File: src/rtl/cfg_loader_pkg.sv
package cfg_loader_pkg;

    typedef enum logic [2:0] {
        ST_IDLE  = 3'd0,
        ST_ARM   = 3'd1,
        ST_PROG  = 3'd2,
        ST_WINIT = 3'd3,
        ST_WRITE = 3'd4,
        ST_WDONE = 3'd5,
        ST_FIN   = 3'd6
    } cfg_state_e;

    typedef enum logic [1:0] {
        RES_OK     = 2'd0,
        RES_NOTGT  = 2'd1,
        RES_NOINIT = 2'd2,
        RES_NODONE = 2'd3
    } cfg_result_e;

    function automatic int unsigned max3(input int unsigned a, input int unsigned b,
                                         input int unsigned c);
        int unsigned m;
        m = (a > b) ? a : b;
        return (m > c) ? m : c;
    endfunction

endpackage

File: src/rtl/cfg_wait_timer.sv
module cfg_wait_timer #(
    parameter int CNT_W = 8
) (
    input  logic             clk,
    input  logic             rst_n,
    input  logic             clr,
    input  logic [CNT_W-1:0] limit,
    output logic             hit
);
    logic [CNT_W-1:0] cnt_q;

    always_ff @(posedge clk) begin
        if (!rst_n || clr) begin
            cnt_q <= '0;
        end else begin
            cnt_q <= cnt_q + 1'b1;
        end
    end

    // Hit on the cycle holding the limit-th sample of the current state.
    assign hit = (cnt_q == limit - 1'b1);

endmodule

File: src/rtl/cfg_byte_port.sv
module cfg_byte_port #(
    parameter int DATA_W = 8
) (
    input  logic              clk,
    input  logic              rst_n,
    input  logic              take,
    input  logic [DATA_W-1:0] din,
    output logic [DATA_W-1:0] wr_data,
    output logic              wr_stb
);
    always_ff @(posedge clk) begin
        if (!rst_n) begin
            wr_data <= '0;
            wr_stb  <= 1'b0;
        end else begin
            wr_stb <= take;
            if (take) begin
                wr_data <= din;
            end
        end
    end

endmodule

File: src/rtl/cfg_loader.sv
module cfg_loader
    import cfg_loader_pkg::*;
#(
    parameter int unsigned PROG_CYC = 20,
    parameter int unsigned INIT_TMO = 10_000_000,
    parameter int unsigned DONE_TMO = 100_000_000,
    parameter int          DATA_W   = 8
) (
    input  logic              clk,
    input  logic              rst_n,
    input  logic              start_i,
    input  logic              sel_mezz_i,
    input  logic              main_present_i,
    input  logic              mezz_present_i,
    input  logic              main_use_en_i,
    input  logic              mezz_use_en_i,
    input  logic              init_i,
    input  logic              done_pin_i,
    input  logic              s_valid_i,
    input  logic [DATA_W-1:0] s_data_i,
    input  logic              s_last_i,
    output logic              s_ready_o,
    output logic              prog_n_o,
    output logic              init_oe_o,
    output logic              en_o,
    output logic [DATA_W-1:0] wr_data_o,
    output logic              wr_stb_o,
    output logic [1:0]        status_o,
    output logic              fin_o
);
    localparam int unsigned MAX_LIM = max3(PROG_CYC, INIT_TMO, DONE_TMO);
    localparam int          CNT_W   = $clog2(MAX_LIM + 1);
    localparam logic [CNT_W-1:0] LIM_PROG = CNT_W'(PROG_CYC);
    localparam logic [CNT_W-1:0] LIM_INIT = CNT_W'(INIT_TMO);
    localparam logic [CNT_W-1:0] LIM_DONE = CNT_W'(DONE_TMO);

    cfg_state_e  state_q, state_d;
    cfg_result_e result_q, result_d;
    logic        use_en_q, use_en_d;
    logic        tgt_present, tgt_use_en;
    logic        tmr_clr, tmr_hit;
    logic [CNT_W-1:0] tmr_limit;
    logic        take;

    assign tgt_present = sel_mezz_i ? mezz_present_i : main_present_i;
    assign tgt_use_en  = sel_mezz_i ? mezz_use_en_i  : main_use_en_i;

    // State register
    always_ff @(posedge clk) begin
        if (!rst_n) begin
            state_q  <= ST_IDLE;
            result_q <= RES_OK;
            use_en_q <= 1'b0;
        end else begin
            state_q  <= state_d;
            result_q <= result_d;
            use_en_q <= use_en_d;
        end
    end

    // Next-state logic
    always_comb begin
        state_d  = state_q;
        result_d = result_q;
        use_en_d = use_en_q;
        unique case (state_q)
            ST_IDLE: begin
                if (start_i) begin
                    if (!tgt_present) begin
                        result_d = RES_NOTGT;
                        state_d  = ST_FIN;
                    end else begin
                        use_en_d = tgt_use_en;
                        state_d  = ST_ARM;
                    end
                end
            end
            ST_ARM:   state_d = ST_PROG;
            ST_PROG:  if (tmr_hit) state_d = ST_WINIT;
            ST_WINIT: begin
                if (init_i) begin
                    state_d = ST_WRITE;
                end else if (tmr_hit) begin
                    result_d = RES_NOINIT;
                    state_d  = ST_FIN;
                end
            end
            ST_WRITE: if (s_valid_i && s_last_i) state_d = ST_WDONE;
            ST_WDONE: begin
                if (done_pin_i) begin
                    result_d = RES_OK;
                    state_d  = ST_FIN;
                end else if (tmr_hit) begin
                    result_d = RES_NODONE;
                    state_d  = ST_FIN;
                end
            end
            ST_FIN:   state_d = ST_IDLE;
            default:  state_d = ST_IDLE;
        endcase
    end

    // Outputs decoded from the state register
    always_comb begin
        prog_n_o  = 1'b1;
        init_oe_o = 1'b0;
        en_o      = 1'b0;
        s_ready_o = 1'b0;
        fin_o     = 1'b0;
        unique case (state_q)
            ST_IDLE:  init_oe_o = 1'b1;
            ST_ARM:   en_o = use_en_q;
            ST_PROG: begin
                en_o     = use_en_q;
                prog_n_o = 1'b0;
            end
            ST_WINIT: en_o = use_en_q;
            ST_WRITE: begin
                en_o      = use_en_q;
                s_ready_o = 1'b1;
            end
            ST_WDONE: en_o = use_en_q;
            ST_FIN: begin
                init_oe_o = 1'b1;
                fin_o     = 1'b1;
            end
            default:  init_oe_o = 1'b1;
        endcase
    end

    assign status_o = result_q;

    // Shared wait counter: restarts on every state change
    assign tmr_clr = (state_d != state_q);

    always_comb begin
        unique case (state_q)
            ST_PROG:  tmr_limit = LIM_PROG;
            ST_WINIT: tmr_limit = LIM_INIT;
            default:  tmr_limit = LIM_DONE;
        endcase
    end

    cfg_wait_timer #(.CNT_W(CNT_W)) u_timer (
        .clk   (clk),
        .rst_n (rst_n),
        .clr   (tmr_clr),
        .limit (tmr_limit),
        .hit   (tmr_hit)
    );

    assign take = (state_q == ST_WRITE) && s_valid_i;

    cfg_byte_port #(.DATA_W(DATA_W)) u_port (
        .clk     (clk),
        .rst_n   (rst_n),
        .take    (take),
        .din     (s_data_i),
        .wr_data (wr_data_o),
        .wr_stb  (wr_stb_o)
    );

endmodule

File: config.mk
export PLATFORM = sky130hd
export DESIGN_NAME = cfg_loader
export DESIGN_NICKNAME = d
export VERILOG_FILES = /design/src/rtl/cfg_loader_pkg.sv /design/src/rtl/cfg_wait_timer.sv /design/src/rtl/cfg_byte_port.sv /design/src/rtl/cfg_loader.sv
export SDC_FILE = /design/constraint.sdc
export NUM_CORES = 1
export LEC_CHECK = 0
export BUFFER_PORTS_ARGS = -buffer_cell sky130_fd_sc_hd__buf_4
export CAP_MARGIN = 20
export CORE_ASPECT_RATIO = 1.75
export CORE_MARGIN = 1
export CORE_UTILIZATION = 50
export CTS_CLUSTER_DIAMETER = 30
export DETAILED_ROUTE_END_ITERATION = 7
export GPL_TIMING_DRIVEN = 0
export PLACE_DENSITY = 0.83
export SETUP_SLACK_MARGIN = 0.5
export SLEW_MARGIN = 20
export SYNTH_ARGS = -nofsm -noshare
export SYNTH_HDL_FRONTEND = slang
export SYNTH_SLANG_ARGS = --single-unit
File: constraint.sdc
create_clock -name clk -period 4.15 [get_ports clk]
set_clock_uncertainty 0.1 [all_clocks]
set_input_delay 0.83 -clock clk [delete_from_list [all_inputs] [get_ports clk]]
set_output_delay 0.83 -clock clk [all_outputs]
set_load 0.005 [all_outputs]
==> results of run 1 <==
worst min-delay path: stages, from the launching register on:
cell,delay [ps]
dfxtp_1,310
nand2_1,50
a21oi_1,50
metrics by stage:
stage          setup WS [ps]  utilization  power (W)
2_1_floorplan            834            -   0.000544
4_1_cts                  522        0.623   0.000842
3_5_place_dp             403        0.603   0.000598
3_3_place_gp             410        0.603   0.000594
5_1_grt                  515        0.630   0.000889
6_report                 722        0.630   0.000845
kinds of logic (layout without fill, tap and decap cells):
group                      Yosys count  in the layout  share of synthesized area
AOI/OAI and AO/OA                   39             39                      0.124
xor gates and xnor gates            25             25                      0.100
adders and majority gates            4              4                     0.0230
buffers and inverters               18             61                     0.0436
DFF                                 42             42                      0.386
muxes                                6              6                     0.0281
and+or+nand+nor                    123            123                      0.295
final cells by class:
class | count | share of cell area
multi-input cells | 197 | 0.478
inverters | 9 | 0.0129
well taps | 49 | 0.0234
repair buffers | 36 | 0.108
clock buffers | 7 | 0.0292
flip-flops and latches | 42 | 0.322
plain buffers | 9 | 0.0258
flip-flops by register name (all words and copies together), names as in the netlist:
signal and flops:
status_o 2, state_q 3, u_timer.cnt_q 27, u_port.wr_stb 1, u_port.wr_data 8, use_en_q 1
cell usage in the layout, fill, tap and decap left out, types with 2 or more instances in the layout:
master and instances:
dfxtp_1 41, buf_4 35, nand2_1 28, nor2_1 27, xor2_1 17, a21oi_1 14, nand3_1 14, nor2_2 10
inv_1 9, nand4_1 8, xnor2_1 8, a211oi_1 6, and3_1 5, mux2i_1 5, clkbuf_8 5, nor2b_1 4
clkbuf_1 4, nand2b_1 4, nor4_1 4, and4_1 4, o21ai_0 4, ha_1 4, or4_1 3, a31oi_1 3
clkbuf_2 2, nor3_1 2, buf_6 2, nand3b_1 2
repair_timing:
action                                 in CTS  in global routing
buffers inserted                            0                  1
endpoints found under the hold margin       0                  0
pin swaps                                   1                  1
setup endpoints to repair                  20                 30
hold buffers                                0                  0
resized for setup                           2                  8
layer usage:
| metal | track usage | wire, um |
|---|---|---|
| met3 | 0.0493 | 277 |
| met2 | 0.437 | 2680 |
| met5 | 0 | 0 |
| met1 | 0.220 | 1820 |
| met4 | 0.165 | 273 |
how the worst min path moves through the flow:
stage	endpoint	slack, ps	depth (start not counted)
4_1_cts	u_port.wr_data[4]	360	2
6_report	u_port.wr_data[7]	360	2
3_5_place_dp	u_port.wr_data[4]	350	2
5_1_grt	u_port.wr_data[3]	390	2
2_1_floorplan	use_en_q	340	2
3_3_place_gp	u_port.wr_data[1]	340	2
where the power goes:
group | internal (W) | total [W] | switching [W]
clock network | 0.000116 | 0.000242 | 0.000126
logic | 0.0000789 | 0.000170 | 0.0000915
registers | 0.000419 | 0.000433 | 0.0000140
total | 0.000614 | 0.000845 | 0.000231
==> results.md, run 1 <==
Timing:
- The total negative setup slack is 0 ps.
- The final count of hold timing violations is 0.
- The transition at the pin with the smallest max-transition slack is 628 ps.
- The worst slew margin relative to its limit is 0.578.
- The share of the clock period used by the worst path after layout is 0.826.
- The worst path in the final design needs a cycle of 3430 ps, including I/O delays and setup.
- Setup repair after global routing left no endpoint under its margin.
- Setup violations remaining at the end of the flow were counted as 0.
- The final-report max-slew violation count is 0.
- Derived from the worst setup path, the maximum achievable clock frequency is 292 MHz.
- On the final layout, the worst hold slack is 359 ps.

Placement:
- The final estimated routing congestion in global placement is 0.896.
- Detailed placement ended at an HPWL of 3770 um.
- The number of cells after detailed placement is 341.
- Once placement finished, the instance area stood at 2500 sq um.
- The number of buffers added on ports is 35.

Synthesis:
- The library cell with the largest summed area after synthesis is dfxtp_1.
- The synthesized design contains 0 enable-type register cells.
- By area the synthesized netlist is led by dfxtp_1 (39%), xor2_1 (6.8%), nand2_1 (5.0%).
- The number of nets in the synthesized netlist is 281.
- The most frequent cell after synthesis is dfxtp_1.
- The number of standard cells after synthesis is 257.
- The synthesis-stage register bit count is 42.
- The synthesized area per cell is 8.48 sq um.
- The share of the yosys chip area belonging to registers is 0.386.
- By count the netlist is led by dfxtp_1 (42), nand2_1 (29), nor2_1 (27).
- Of the post-synthesis cell area, the dominant cell type holds 0.386.
- The total of warnings raised by yosys is 0.
- The cell area that synthesis handed to floorplanning was 2180 sq um.
- Of all flip-flops after synthesis, the portion carrying an async set or reset was 0.
- The count of unique library cells instantiated by Yosys is 46.
- The leading register cell type out of synthesis is dfxtp_1.

Pwr:
- The areal power density over the cells is 323 nW/um^2.
- Across the VDD grid, the largest voltage drop is 234 uV.
- The static leakage power is 1.00 nW.

Floorplan:
- The region available for standard cell placement spans 4150 sq um.
- The effective utilization at floorplan is 0.525.
- The horizontal die dimension is 51.9 um.
- Row generation in the floorplan step produced 31 rows.
- The full die area is 4640 sq um.
- For this design the top-level I/O count stands at 36.
- Measured along the y axis, the die boundary spans 89.3 um.

Cells and area:
- Relative to the synthesized area, the layout overhead comes to 20.0%.
- The final antenna diode count is 0.
- The number of filler instances in the final layout is 371.
- Once layout is done, the placed cells without fillers occupy 2620 sq um.
- The final cell count without fillers is 349.
- The share of post-route cells with drive strength above 1 is 0.220.
- The total area of multi-input combinational cells is 1250 sq um.
- The sequential cell area is 842 sq um.
- The net total in the final layout is 324.

Critical path:
- The data required time of the critical path is 4230 ps.
- The type of destination of the critical path is a flip-flop.
- The worst setup path is of the flip-flop to flip-flop kind.
- The number of gates on the worst path with buffers counted is 13.
- Along the worst path, the maximum fanout reaches 10.
- The capture point of the critical path is u_timer.cnt_q[26].
- The endpoint identified for the worst register-to-register timing path is u_timer.cnt_q[26].
- The highest-delay cell along the critical path is or4_4.
- Walking the worst path, the cells encountered are clkbuf_4 -> nor2b_1 -> nand2_2 -> ha_1 -> buf_2 -> or4_1 -> mux2i_1 -> o2111ai_1 -> or4_4 -> a31oi_4 -> buf_12 -> buf_8 -> nor2_2.
- STA classifies the critical path startpoint as a flip-flop.
- Across all register-to-register paths, the minimum setup slack is 720 ps.
- Tracing the worst setup path back leads to its startpoint at state_q[1].
- In this design, the largest share of critical-path delay is due to simple AND/OR/NAND/NOR gates.
- For this run, the slowest stage of the critical path takes 600 ps.
- The startpoint of the lowest-slack register-to-register path is state_q[1].
- The number of buffers and inverters on the critical path is 4.
- The worst register-to-register path has a depth of 13.
- The data arrival time of the critical path is 3510 ps.

Clock network:
- TritonCTS built the clock tree.
- After clock tree synthesis, the clock-pin slew on the worst setup and hold paths is 70 ps.
- The tree is rooted in a clkbuf_8.
- At the later pin of the worst-skew pair, clock insertion delay measures 290 ps.
- The deepest level of the CTS H-tree is 2.
- The clock passes through at most 2 buffers.
- The total clock buffers created by CTS is 5.
- Clock tree synthesis found a total of 42 sinks.

GRT:
- Summed over all layers, the global routing overflow is 0.
- The number of antenna violations at the first check in global routing was 0.
- The global-route usage over all layers is 0.236.
- The number of global-route vias before repair is 1914.
- The first-pass GRT wire length is 8070 um.
- The largest net degree at the start of global routing is 12.

Detailed routing:
- The detailed-route vias per instance is 5.80.
- The first-pass iteration count of the detailed router is 4.
- The violation count after the first detailed-routing iteration is 53.
- The remaining antenna violation count is 0.
- The routed layout has 2024 vias.
- The average wire length per cell after detail routing is 14.5 um.
- The post-detailed-route DRC marker count is 0.
- The wire length reported by the detailed router is 5050 um.

Job:
- Max-cap violations in this run came to 0.

Worst hold path:
- The class of the tightest hold or removal check is flip-flop to flip-flop.
- The startpoint identified for the worst hold timing path is u_port.wr_data[7].

Outcome:
- The run finished with clean final reports.
Note: power is estimated with default switching activity, not from simulation.
==> run 2, diff against run 1 <==
==> constraint.sdc (replaced) <==
create_clock -name clk -period 3.5 [get_ports clk]
set_clock_uncertainty 0.1 [all_clocks]
set_input_delay 0.7 -clock clk [delete_from_list [all_inputs] [get_ports clk]]
set_output_delay 0.7 -clock clk [all_outputs]
set_load 0.005 [all_outputs]
==> run 2 against run 1 <==
Effect of this change: total power grew 55%; fmax up 7.8%; count of clock-buffer cells in the layout down 2; critical path depth stayed put; combinational power is 96% higher; sequential share of layout area decreased by 4.5 points; design area up 17%; via count is 6.9% higher; utilization grew 11 points.
==> results.md, run 2 (synthesis results as in run 1) <==
Clock network:
- The clock root buffer is clkbuf_8.
- The deepest level of the CTS H-tree is 2 (unchanged).
- The maximum root-to-sink buffer count is 2 (unchanged).
- The post-cts hold buffer count is 0 (unchanged).
- The clock sink total is 42 (unchanged).
- The insertion delay of the later-clocked pin in the worst-skew pair is 300 ps (about the same).
- The total clock buffers created by CTS is 5 (unchanged).
- The register clock-pin slew on the reported worst setup and hold paths came to 90 ps (+20 ps).
- The CTS tree is built.

Placement:
- The area of placed instances is 2520 sq um (+0.75%).
- The half-perimeter wire length after detailed placement came to 3770 um (-0.15%).
- The number of buffers added on ports came to 35 (unchanged).
- The final estimated routing congestion in global placement is 0.861 (-3.9%).
- The number of cells after detailed placement is 341 (unchanged).

Worst hold path:
- The class of the tightest hold or removal check is flip-flop to flip-flop.

Critical path:
- The type of origin of the critical path is a flip-flop.
- The slowest stage of the critical path belongs to the cell or4_4.
- The reg-to-reg setup timing slack is 320 ps (-400 ps).
- The cell that appears most often on the critical path is buf_12.
- The data arrival time of the critical path is 3270 ps (-240 ps).
- The maximum net fanout on the critical path is 5 (-5).
- The type of destination of the critical path is a flip-flop.
- Walking the worst path, the cells encountered are nor3b_4 -> inv_2 -> ha_4 -> buf_6 -> or4_1 -> mux2i_1 -> o2111ai_2 -> or4_4 -> a31oi_4 -> buf_12 -> buf_12 -> buf_8 -> nor2_2.
- The category of the critical setup timing path is flip-flop to flip-flop.
- The delay of the slowest critical-path stage was 490 ps (-110 ps).
- The data required time of the critical path is 3590 ps (-640 ps).

Timing:
- The transition at the pin with the smallest max-transition slack is 505 ps (-123 ps).
- The highest attainable clock frequency is 315 MHz (+7.8%).
- The share of the clock period used by the worst path after layout is 0.908 (+0.0822).
- Setup repair after global routing could not meet its margin everywhere.
- The count of endpoints failing setup in the final report is 0 (unchanged).
- The final hold slack was 361 ps (+1.56 ps).
- The minimum period implied by the final worst setup slack was 3180 ps (-249 ps).
- The final count of hold timing violations is 0 (unchanged).
- The final-report max-slew violation count is 0 (unchanged).
- The worst slew margin relative to its limit came to 0.661 (+0.0828).
- The total negative setup slack came to 0 ps (unchanged).

Cells and area:
- The largest registers in the layout are u_timer.cnt_q (27), u_port.wr_data (8), state_q (3).
- The final cell count without fillers is 373 (+6.9%).
- Relative to the synthesized area, the layout overhead comes to 40.7%.
- The share of post-route cells with drive strength above 1 is 0.336 (+0.116).
- The number of filler instances in the final layout is 317 (-15%).
- The largest register by flop count is u_timer.cnt_q.
- The total area of multi-input combinational cells is 1340 sq um (+7.2%).
- The number of flip-flops in the largest register is 27 (unchanged).
- The core utilization of the finished layout was 0.739 (+0.109).
- The post-route cell area is 3070 sq um (+17%).
- The sequential cell area was 850 sq um (+0.89%).
- The top cell types in the final layout, fill and taps aside, are buf_4 (49), dfxtp_1 (39), nand2_1 (28), nor2_1 (19), nor2_2 (18).
- The final antenna diode count came to 0 (unchanged).
- The net total in the final layout is 347 (+7.1%).
- The library cell used most frequently in the layout, excluding fill and tap cells, is buf_4.

Floorplan:
- The count of boundary I/O pins was 36 (unchanged).
- The horizontal die dimension is 51.9 um (unchanged).
- The full die area is 4640 sq um (unchanged).
- The row count is 31 (unchanged).
- The core area came to 4150 sq um (unchanged).
- The effective utilization at floorplan is 0.525 (unchanged).
- The vertical die dimension is 89.3 um (unchanged).

Detailed routing:
- The first-pass iteration count of the detailed router came to 4 (unchanged).
- The vias after detailed routing is 2163 (+6.9%).
- The violation count after the first detailed-routing iteration came to 83 (+57%).
- The wire length reported by the detailed router came to 6130 um (+21%).
- The remaining antenna violation count came to 0 (unchanged).
- The detailed-route vias per instance is 5.80 (about the same).
- The average wire length per cell after detail routing is 16.4 um (+14%).
- The post-detailed-route DRC marker count is 0 (unchanged).

Job:
- The total of max-cap violations is 0 (unchanged).

Pwr:
- The static leakage power is 1.18 nW (+18%).
- The highest ir drop seen on vdd is 360 uV (+54%).
- The areal power density over the cells is 428 nW/um^2 (+32%).

GRT:
- The global-route usage over all layers is 0.266 (+0.0308).
- The remaining global-route overflow was 0 (unchanged).
- The first-pass GRT wire length was 9070 um (+12%).
- The number of antenna violations at the first check in global routing is 0 (unchanged).
- The number of global-route vias before repair is 2058 (+7.5%).
- The largest net degree at the start of global routing is 15 (+3).

Outcome:
- The flow ran to the end, and the final reports show no timing, DRC or antenna violations.
[run 2: path summary, 6_finish.rpt]
path | start | to | cells after the start
setup / recovery | state_q[1] | u_timer.cnt_q[4] | 13
hold reg to reg | u_port.wr_data[7] | u_port.wr_data[7] | 2
hold / removal | u_port.wr_data[7] | u_port.wr_data[7] | 2
setup reg to reg | state_q[1] | u_timer.cnt_q[4] | 13
[run 2: repair_timing]
action                                  in CTS  in global routing
cloned                                       2                  0
gates resized for setup                     27                 13
endpoints found under the setup margin      32                 32
pin swaps                                   16                  8
setup buffers                               18                  4
[run 2: cell type report]
cell class / count / share of cell area
sequential: 42 / 0.277
clock buffer: 5 / 0.0224
multi-input combinational: 197 / 0.437
timing repair buffer: 59 / 0.176
buffer: 9 / 0.0339
inverter: 9 / 0.0110
tap: 49 / 0.0200
clock inverter: 3 / 0.0224
[run 2: per-layer routing]
metal	track usage	vias to the layer above	wire length [um]
met5	0	-	0
met4	0.187	0	350
met3	0.0391	35	304
met2	0.512	114	3390
met1	0.244	982	2080
li1	-	1032	-
[run 2: power breakdown]
part | switching (W) | leakage (nW) | internal, W
clock | 0.000177 | 0.0683 | 0.000286
sequential | 0.0000178 | 0.342 | 0.000497
combinational | 0.000144 | 0.771 | 0.000190
[run 2: per-stage QoR]
| stage | total power (W) | setup slack [ps] |
|---|---|---|
| floorplan | 0.000647 | 506 |
| finish | 0.00131 | 321 |
| global placement | 0.000707 | 188 |
| CTS | 0.00128 | 306 |
| global route | 0.00136 | 226 |
| detailed placement | 0.000711 | 133 |
[run 2: worst max-delay path: cells and delay by family (launching register included)]
kind | cells | cell delay (ps)
and+or+nand+nor | 4 | 1260
buffers and inverters | 5 | 590
DFF | 1 | 370
AOI/OAI and AO/OA | 2 | 350
muxes | 1 | 220
adders and majority gates | 1 | 160
